[src/rtl/synth_pkg.sv]
package synth_pkg;

  typedef struct packed {
    logic       fam;
    logic [1:0] code;
  } rate_sel_t;

  // Increment for table index {fam, code}: round(f_out / f_ref * 2^acc_w)
  function automatic longint unsigned rate_inc(input int unsigned idx,
                                               input int unsigned acc_w,
                                               input longint unsigned ref_hz);
    longint unsigned f;
    f = ((idx & 4) != 0) ? 64'd1544000 : 64'd2048000;
    f = f << (idx & 3);
    return ((f << acc_w) + ref_hz / 2) / ref_hz;
  endfunction

endpackage

[src/rtl/synth_rate_lut.sv]
module synth_rate_lut
  import synth_pkg::*;
#(
  parameter int unsigned     ACC_W  = 32,
  parameter longint unsigned REF_HZ = 64'd77760000
) (
  input  rate_sel_t          sel,
  output logic [ACC_W-1:0]   inc
);
  localparam int N_ENT = 8;

  logic [ACC_W-1:0] tbl [N_ENT];

  for (genvar e = 0; e < N_ENT; e++) begin : g_ent
    localparam logic [ACC_W-1:0] ENT = ACC_W'(rate_inc(e, ACC_W, REF_HZ));
    assign tbl[e] = ENT;
  end

  assign inc = tbl[{sel.fam, sel.code}];
endmodule

[src/rtl/synth_phase_acc.sv]
module synth_phase_acc #(
  parameter int unsigned ACC_W = 32
) (
  input  logic             clk,
  input  logic             rst,
  input  logic [ACC_W-1:0] inc,
  output logic             wave
);
  logic [ACC_W-1:0] acc;

  always_ff @(posedge clk) begin
    if (rst) acc <= '0;
    else     acc <= acc + inc;
  end

  assign wave = acc[ACC_W-1];
endmodule

[src/rtl/synth_settle.sv]
module synth_settle #(
  parameter int unsigned CTL_W         = 6,
  parameter int unsigned SETTLE_CYCLES = 4
) (
  input  logic             clk,
  input  logic             rst,
  input  logic [CTL_W-1:0] ctl,
  output logic             settled
);
  localparam int unsigned CNT_W = $clog2(SETTLE_CYCLES + 1);
  localparam logic [CNT_W-1:0] CNT_INIT = CNT_W'(SETTLE_CYCLES);

  logic [CTL_W-1:0] prev;
  logic [CNT_W-1:0] cnt;

  always_ff @(posedge clk) begin
    prev <= ctl;
    if (rst)               cnt <= CNT_INIT;
    else if (ctl != prev)  cnt <= CNT_INIT;
    else if (cnt != '0)    cnt <= cnt - 1'b1;
  end

  assign settled = (cnt == '0);
endmodule

[src/rtl/dual_rate_synth.sv]
module dual_rate_synth
  import synth_pkg::*;
#(
  parameter int unsigned     ACC_W         = 32,
  parameter longint unsigned REF_HZ        = 64'd77760000,
  parameter int unsigned     SETTLE_CYCLES = 4
) (
  input  logic       clk,
  input  logic       rst,
  input  logic [1:0] sel_code_a,
  input  logic       sel_fam_a,
  input  logic [1:0] sel_code_b,
  input  logic       sel_fam_b,
  output logic       synth_a,
  output logic       synth_b,
  output logic       settled
);
  localparam int NUM_OUT = 2;
  localparam int SEL_W   = $bits(rate_sel_t);
  localparam int CTL_W   = NUM_OUT * SEL_W;

  rate_sel_t          sel  [NUM_OUT];
  logic [NUM_OUT-1:0] wave;
  logic [CTL_W-1:0]   ctl_all;

  assign sel[0] = '{fam: sel_fam_a, code: sel_code_a};
  assign sel[1] = '{fam: sel_fam_b, code: sel_code_b};

  for (genvar ch = 0; ch < NUM_OUT; ch++) begin : g_ch
    logic [ACC_W-1:0] inc;

    synth_rate_lut #(.ACC_W(ACC_W), .REF_HZ(REF_HZ)) u_lut (
      .sel (sel[ch]),
      .inc (inc)
    );

    synth_phase_acc #(.ACC_W(ACC_W)) u_acc (
      .clk  (clk),
      .rst  (rst),
      .inc  (inc),
      .wave (wave[ch])
    );

    assign ctl_all[ch*SEL_W +: SEL_W] = sel[ch];
  end

  synth_settle #(.CTL_W(CTL_W), .SETTLE_CYCLES(SETTLE_CYCLES)) u_settle (
    .clk     (clk),
    .rst     (rst),
    .ctl     (ctl_all),
    .settled (settled)
  );

  assign synth_a = wave[0];
  assign synth_b = wave[1];
endmodule

[config.mk]
export PLATFORM = sky130hd
export DESIGN_NAME = dual_rate_synth
export DESIGN_NICKNAME = d
export VERILOG_FILES = /design/src/rtl/synth_pkg.sv /design/src/rtl/synth_rate_lut.sv /design/src/rtl/synth_phase_acc.sv /design/src/rtl/synth_settle.sv /design/src/rtl/dual_rate_synth.sv
export SDC_FILE = /design/constraint.sdc
export NUM_CORES = 1
export LEC_CHECK = 0
export BUFFER_PORTS_ARGS = -buffer_cell sky130_fd_sc_hd__clkbuf_2
export CORE_AREA = 8 8 140 109
export DETAILED_ROUTE_END_ITERATION = 10
export DIE_AREA = 0 0 148 117
export GPL_TIMING_DRIVEN = 0
export HOLD_SLACK_MARGIN = 0.12
export PLACE_DENSITY = 0.62
export SLEW_MARGIN = 30
export SYNTH_ARGS = -nofsm -noshare
export SYNTH_HDL_FRONTEND = slang
export SYNTH_SLANG_ARGS = --single-unit
[constraint.sdc]
create_clock -name clk -period 3.7 [get_ports clk]
set_input_delay 0.185 -clock clk [delete_from_list [all_inputs] [get_ports clk]]
set_output_delay 0.185 -clock clk [all_outputs]
set_load 0.01 [all_outputs]
# ---- Word level (Yosys, flattened, before mapping)
# Memory sizes are Yosys's and may differ from the RTL's.
# Index checks and enable logic that the tools add are counted.
dict set report word_totals {
  latchBits 0
  word_cells 21
  ff_bits 73
  memories 2
  ramBits 0
  romBits 512
}
dict set report op_classes {
  multipliers 0
  n_shift 0
  n_mux 4
  n_div 0
  magnitude_cmp 2
  n_addsub 3
  n_reduce_logical 3
  bitwise_logic 2
  n_eq_ne 1
}
# memory depth width rd rd_clocked_by_memory_dff wr line_no
set memory_table {}
lappend memory_table {{(name not given)} 8 32 1 0 0 synth_rate_lut.sv:19} ;# assign inc = tbl[{sel.fam, sel.code}];
lappend memory_table {{(name not given)} 8 32 1 0 0 synth_rate_lut.sv:19}
# cell count
set ops {}
lappend ops {{2-to-1 mux 32 bit} 4}
lappend ops {{adder 32 bit} 2}
lappend ops {{>= comparator 4 bit (second input constant)} 2}
lappend ops {{NOT 3 -> 4 bit} 2}
lappend ops {{!= test 6 bit} 1}
lappend ops {{zero test 3 bit} 1}
lappend ops {{nonzero test 3 bit} 1}
lappend ops {{subtractor 3 x 1 -> 3 bit (second input constant)} 1}
lappend ops {{OR reduction 2 bit} 1}

# ---- Depth between registers and ports, before layout
dict set report depth {
  depth_word 5
  mapped_depth 17
}

# ---- Cells and area by module
# Synthesis repeated with hierarchy kept, for this count alone.
dict set report hier_totals {
  hier_cells 809
  area_unflattened_um2 6367.4
}
# mod instances area_per_inst_um2 cells_each
set modules_own_cells {}
lappend modules_own_cells {{synth_phase_acc at g_ch[0].u_acc} 1 2760.1 345}
lappend modules_own_cells {{synth_phase_acc at g_ch[1].u_acc} 1 2547.4 324}
lappend modules_own_cells {{synth_rate_lut at g_ch[1].u_lut} 1 367.9 56}
lappend modules_own_cells {{synth_rate_lut at g_ch[0].u_lut} 1 346.6 54}
lappend modules_own_cells {synth_settle 1 345.3 30}

# ---- Worst setup path before layout
# Ideal clock, no wire load.
dict set report synth_path {
  path_type {input port to flip-flop}
  from {input port sel_code_a[0]}
  to {register g_ch[0].u_acc.acc[28]}
  slack_ns 0.442
  required_ns 3.579
  stages 17
  arrival_time_ns 3.137
  path_cell_list {clkbuf_1 -> inv_1 -> ha_1 -> inv_1 -> o21ai_0 -> ha_1 -> inv_1 -> fa_1 -> nor2b_1 -> o31a_1 -> o21ai_2 -> a31oi_1 -> a221oi_2 -> o21ai_1 -> a21oi_1 -> o21ai_1 -> mux2_2}
}
dict set report synth_via {
  elab_chain_len 5
}
# item line_no
set synth_rtl {}
lappend synth_rtl {{start, declared} dual_rate_synth.sv:10} ;# input logic [1:0] sel_code_a,
lappend synth_rtl {{NOT 3 -> 4 bit (not written as such)} synth_rate_lut.sv:19}
lappend synth_rtl {{memory (8 x 32 bit)} n/a}
lappend synth_rtl {{2-to-1 mux 32 bit (not written as such) (2 in series)} synth_rate_lut.sv:19}
lappend synth_rtl {{adder 32 bit} synth_phase_acc.sv:13} ;# else acc <= acc + inc;
lappend synth_rtl {{end signal, assigned} synth_phase_acc.sv:13}
lappend synth_rtl {{end, declared} synth_phase_acc.sv:9} ;# logic [ACC_W-1:0] acc;
# Every way passes these cells. The select of a mux whose other input is x is not followed.
# A chain may end at the register's enable or synchronous reset.

# ---- Worst setup path after layout
dict set report layout_path {
  from {input port sel_fam_b}
  to {register g_ch[1].u_acc.acc[30]}
}
dict set report layout_via {
  elab_chain_len 5
}
# item line_no
set layout_rtl {}
lappend layout_rtl {{start, declared} dual_rate_synth.sv:13} ;# input logic sel_fam_b,
lappend layout_rtl {{NOT 3 -> 4 bit (not written as such)} synth_rate_lut.sv:19}
lappend layout_rtl {{memory (8 x 32 bit)} n/a}
lappend layout_rtl {{2-to-1 mux 32 bit (not written as such) (2 in series)} synth_rate_lut.sv:19}
lappend layout_rtl {{adder 32 bit} synth_phase_acc.sv:13}
lappend layout_rtl {{end signal, assigned} synth_phase_acc.sv:13}
lappend layout_rtl {{end, declared} synth_phase_acc.sv:9}
# Every way passes these cells. The select of a mux whose other input is x is not followed.

==> run metrics <==
initial antenna violation count=0; top cells by area, synth=dfxtp_1, ha_1, nor2_1; RD Place Congestion=0.884; post-DP HPWL=10.6 mm; Synth warnings=0; Primary FF master, synth=dfxtp_1; max-cap violations=0; ANT cells=0; Core Footprint=0.0132 mm2; CTS max path bufs=2; Commonest cells post-synth=nor2_1, ha_1, dfxtp_1; required time of the critical path=3.93 ns; H-tree depth=3; Final period util=91.5%; Final Hold Fails=0; Remaining DRCs=0; flops & latches, synth=73; Hold Slack=0.404 ns; routing usage on met2=25.9%; Root Buffer=clkbuf_16; max-slew violations=0; number of global-route vias before repair=4910; pwr dens=699 mW/mm2; total die area=0.0173 mm2; Die X=148 um; Routed WL=13.9 mm; reg2reg path depth=12; Fin Clk Skew=0.0113 ns; final setup vio count=0; final core utilization=48.1%; initial core utilization=43.5%; FFs w/ async S/R, synth=0%; WP data arrival=3.62 ns; Mapped Cells=733; count leader, synth=nor2_1; Max Fanout on Critical Path=10; TNS Setup=0 ns; clk_lat worst skew=0.34 ns; largest net degree at the start of global routing=13; first-pass GRT wire length=23.7 mm; share of cells above drive strength 1=5.66%; row count=37; DRT Pass-1 Iters=5; antenna-violating nets left=0; mapped cell area=0.00575 mm2; overall power=4.46 mW; unrepaired setup endpoints after global routing=no; type of the worst min-delay path=in2reg; # clock sinks=73; Iteration-0 DRC Markers=338; # port buffers=9; met1 Usage GRT=23.1%; LEAKAGE=3.01 nW; syn nets=823; CTS tree=done; GRT Util Overall=16.9%; Yosys top cell area share=25.4%; Synth Area per Inst=7.85 um2; Max-slew headroom=54.5%; Layout area overhead=10.8%; CP Class=in2reg; die span in y=117 um; vias=5079; Worst-path clk slew=0.06 ns; status=completed; Inserted Clock Buffers=9; crit path time final=3.39 ns; Max Freq=295 MHz; Worst Tran Pin Value=0.682 ns; Final nets=846; # IOs=11; sequential area share after synthesis=25.4%; grt ovf=0; setup repair bufs after CTS=0; WL/cell=14.8 um; met3 Resource Use GR=3.61%; WHS Path Cells=3; Distinct cells, synth=58; area leader, netlist=dfxtp_1; startpoint type of the worst setup path=input port; peak supply drop=0.000394 V; GR peak layer=met2; Post-synth EDFFs=0; Crit. End Element=flop; drt via density=5.43
registers in the layout, indices dropped and copies added (netlist names):
name	cells
g_ch.u_acc.acc	64
u_settle.cnt	3
u_settle.prev	6
report_power, final:
part	total [mW]	switching, mW	internal (mW)	leakage (nW)
Clock	0.868	0.350	0.519	0.139
Combinational	2.45	1.44	1.00	2.26
Sequential	1.14	0.0879	1.05	0.607
path summary, 6_finish.rpt:
check,start,end,slack (ns)
worst max-delay path,sel_fam_b,g_ch[1].u_acc.acc[30]$_SDFF_PP0_,0.31
worst min-delay path,rst,g_ch[0].u_acc.acc[31]$_SDFF_PP0_,0.40
worst max register to register,g_ch[1].u_acc.acc[0]$_SDFF_PP0_,g_ch[1].u_acc.acc[30]$_SDFF_PP0_,0.67
worst min register to register,g_ch[1].u_acc.acc[31]$_SDFF_PP0_,g_ch[1].u_acc.acc[31]$_SDFF_PP0_,0.49
per-stage QoR:
| step | instances | area (um2) | setup slack, ns |
|---|---|---|---|
| 6_report | 935 | 6370 | 0.315 |
| 5_1_grt | 935 | 6370 | 0.0383 |
| 4_1_cts | 938 | 6370 | 0.109 |
| 3_5_place_dp | 917 | 6020 | -0.387 |
| 3_3_place_gp | 917 | 6020 | -0.343 |
| 2_1_floorplan | 733 | 5750 | 0.442 |
cell type report:
type / instances / area, um2
Tap cell: 175 / 219
Fill cell: 1300 / 6870
Clock inverter: 5 / 56.3
Timing Repair Buffer: 15 / 105
Sequential cell: 73 / 1460
Buffer: 25 / 93.8
Inverter: 33 / 124
Clock buffer: 10 / 229
Multi-Input combinational cell: 599 / 4090
per-layer routing:
layer / wire length [um] / up-vias
met4: 206 / 0
met5: 0 / -
li1: - / 2617
met1: 7200 / 2352
met3: 596 / 15
met2: 5860 / 95
worst max-delay path: stages:
cell	delay (ns)
clkbuf_2	0.19
clkbuf_1	0.36
nand2_1	0.24
nand2_1	0.17
inv_1	0.07
fa_1	0.43
nand2b_1	0.19
a211oi_2	0.28
o2111ai_1	0.18
and2_1	0.21
o21ai_2	0.24
a21o_1	0.23
nor2_1	0.10
o21ai_1	0.18
mux2_2	0.34
logic make-up after synthesis:
logic type	synth area share, %
flip-flops	25.4
adder cells (fa/ha/maj)	18.1
AND/OR/NAND/NOR	20.2
buffers and inverters	3.98
AO/OA/AOI/OAI	23.3
XOR/XNOR	7.91
multiplexers	1.15
repair_timing:
action | in CTS | in global routing
hold endpoints to repair | 6 | 0
gates resized for setup | 2 | 5
setup endpoints to repair | 2 | 8
hold buffers | 6 | 0
cell usage in the layout, fill, tap and decap left out, drive strengths merged, types with 16 or more instances in the layout:
cell and count:
a21o 37, nand2b 16, dfxtp 73, xor2 30, o21ai 49, a21oi 62, nor2 94, nand2 71
ha 80, nor2b 19, xnor2 22, inv 34, clkbuf 39
No activity file was read; power rests on OpenSTA's default activity.
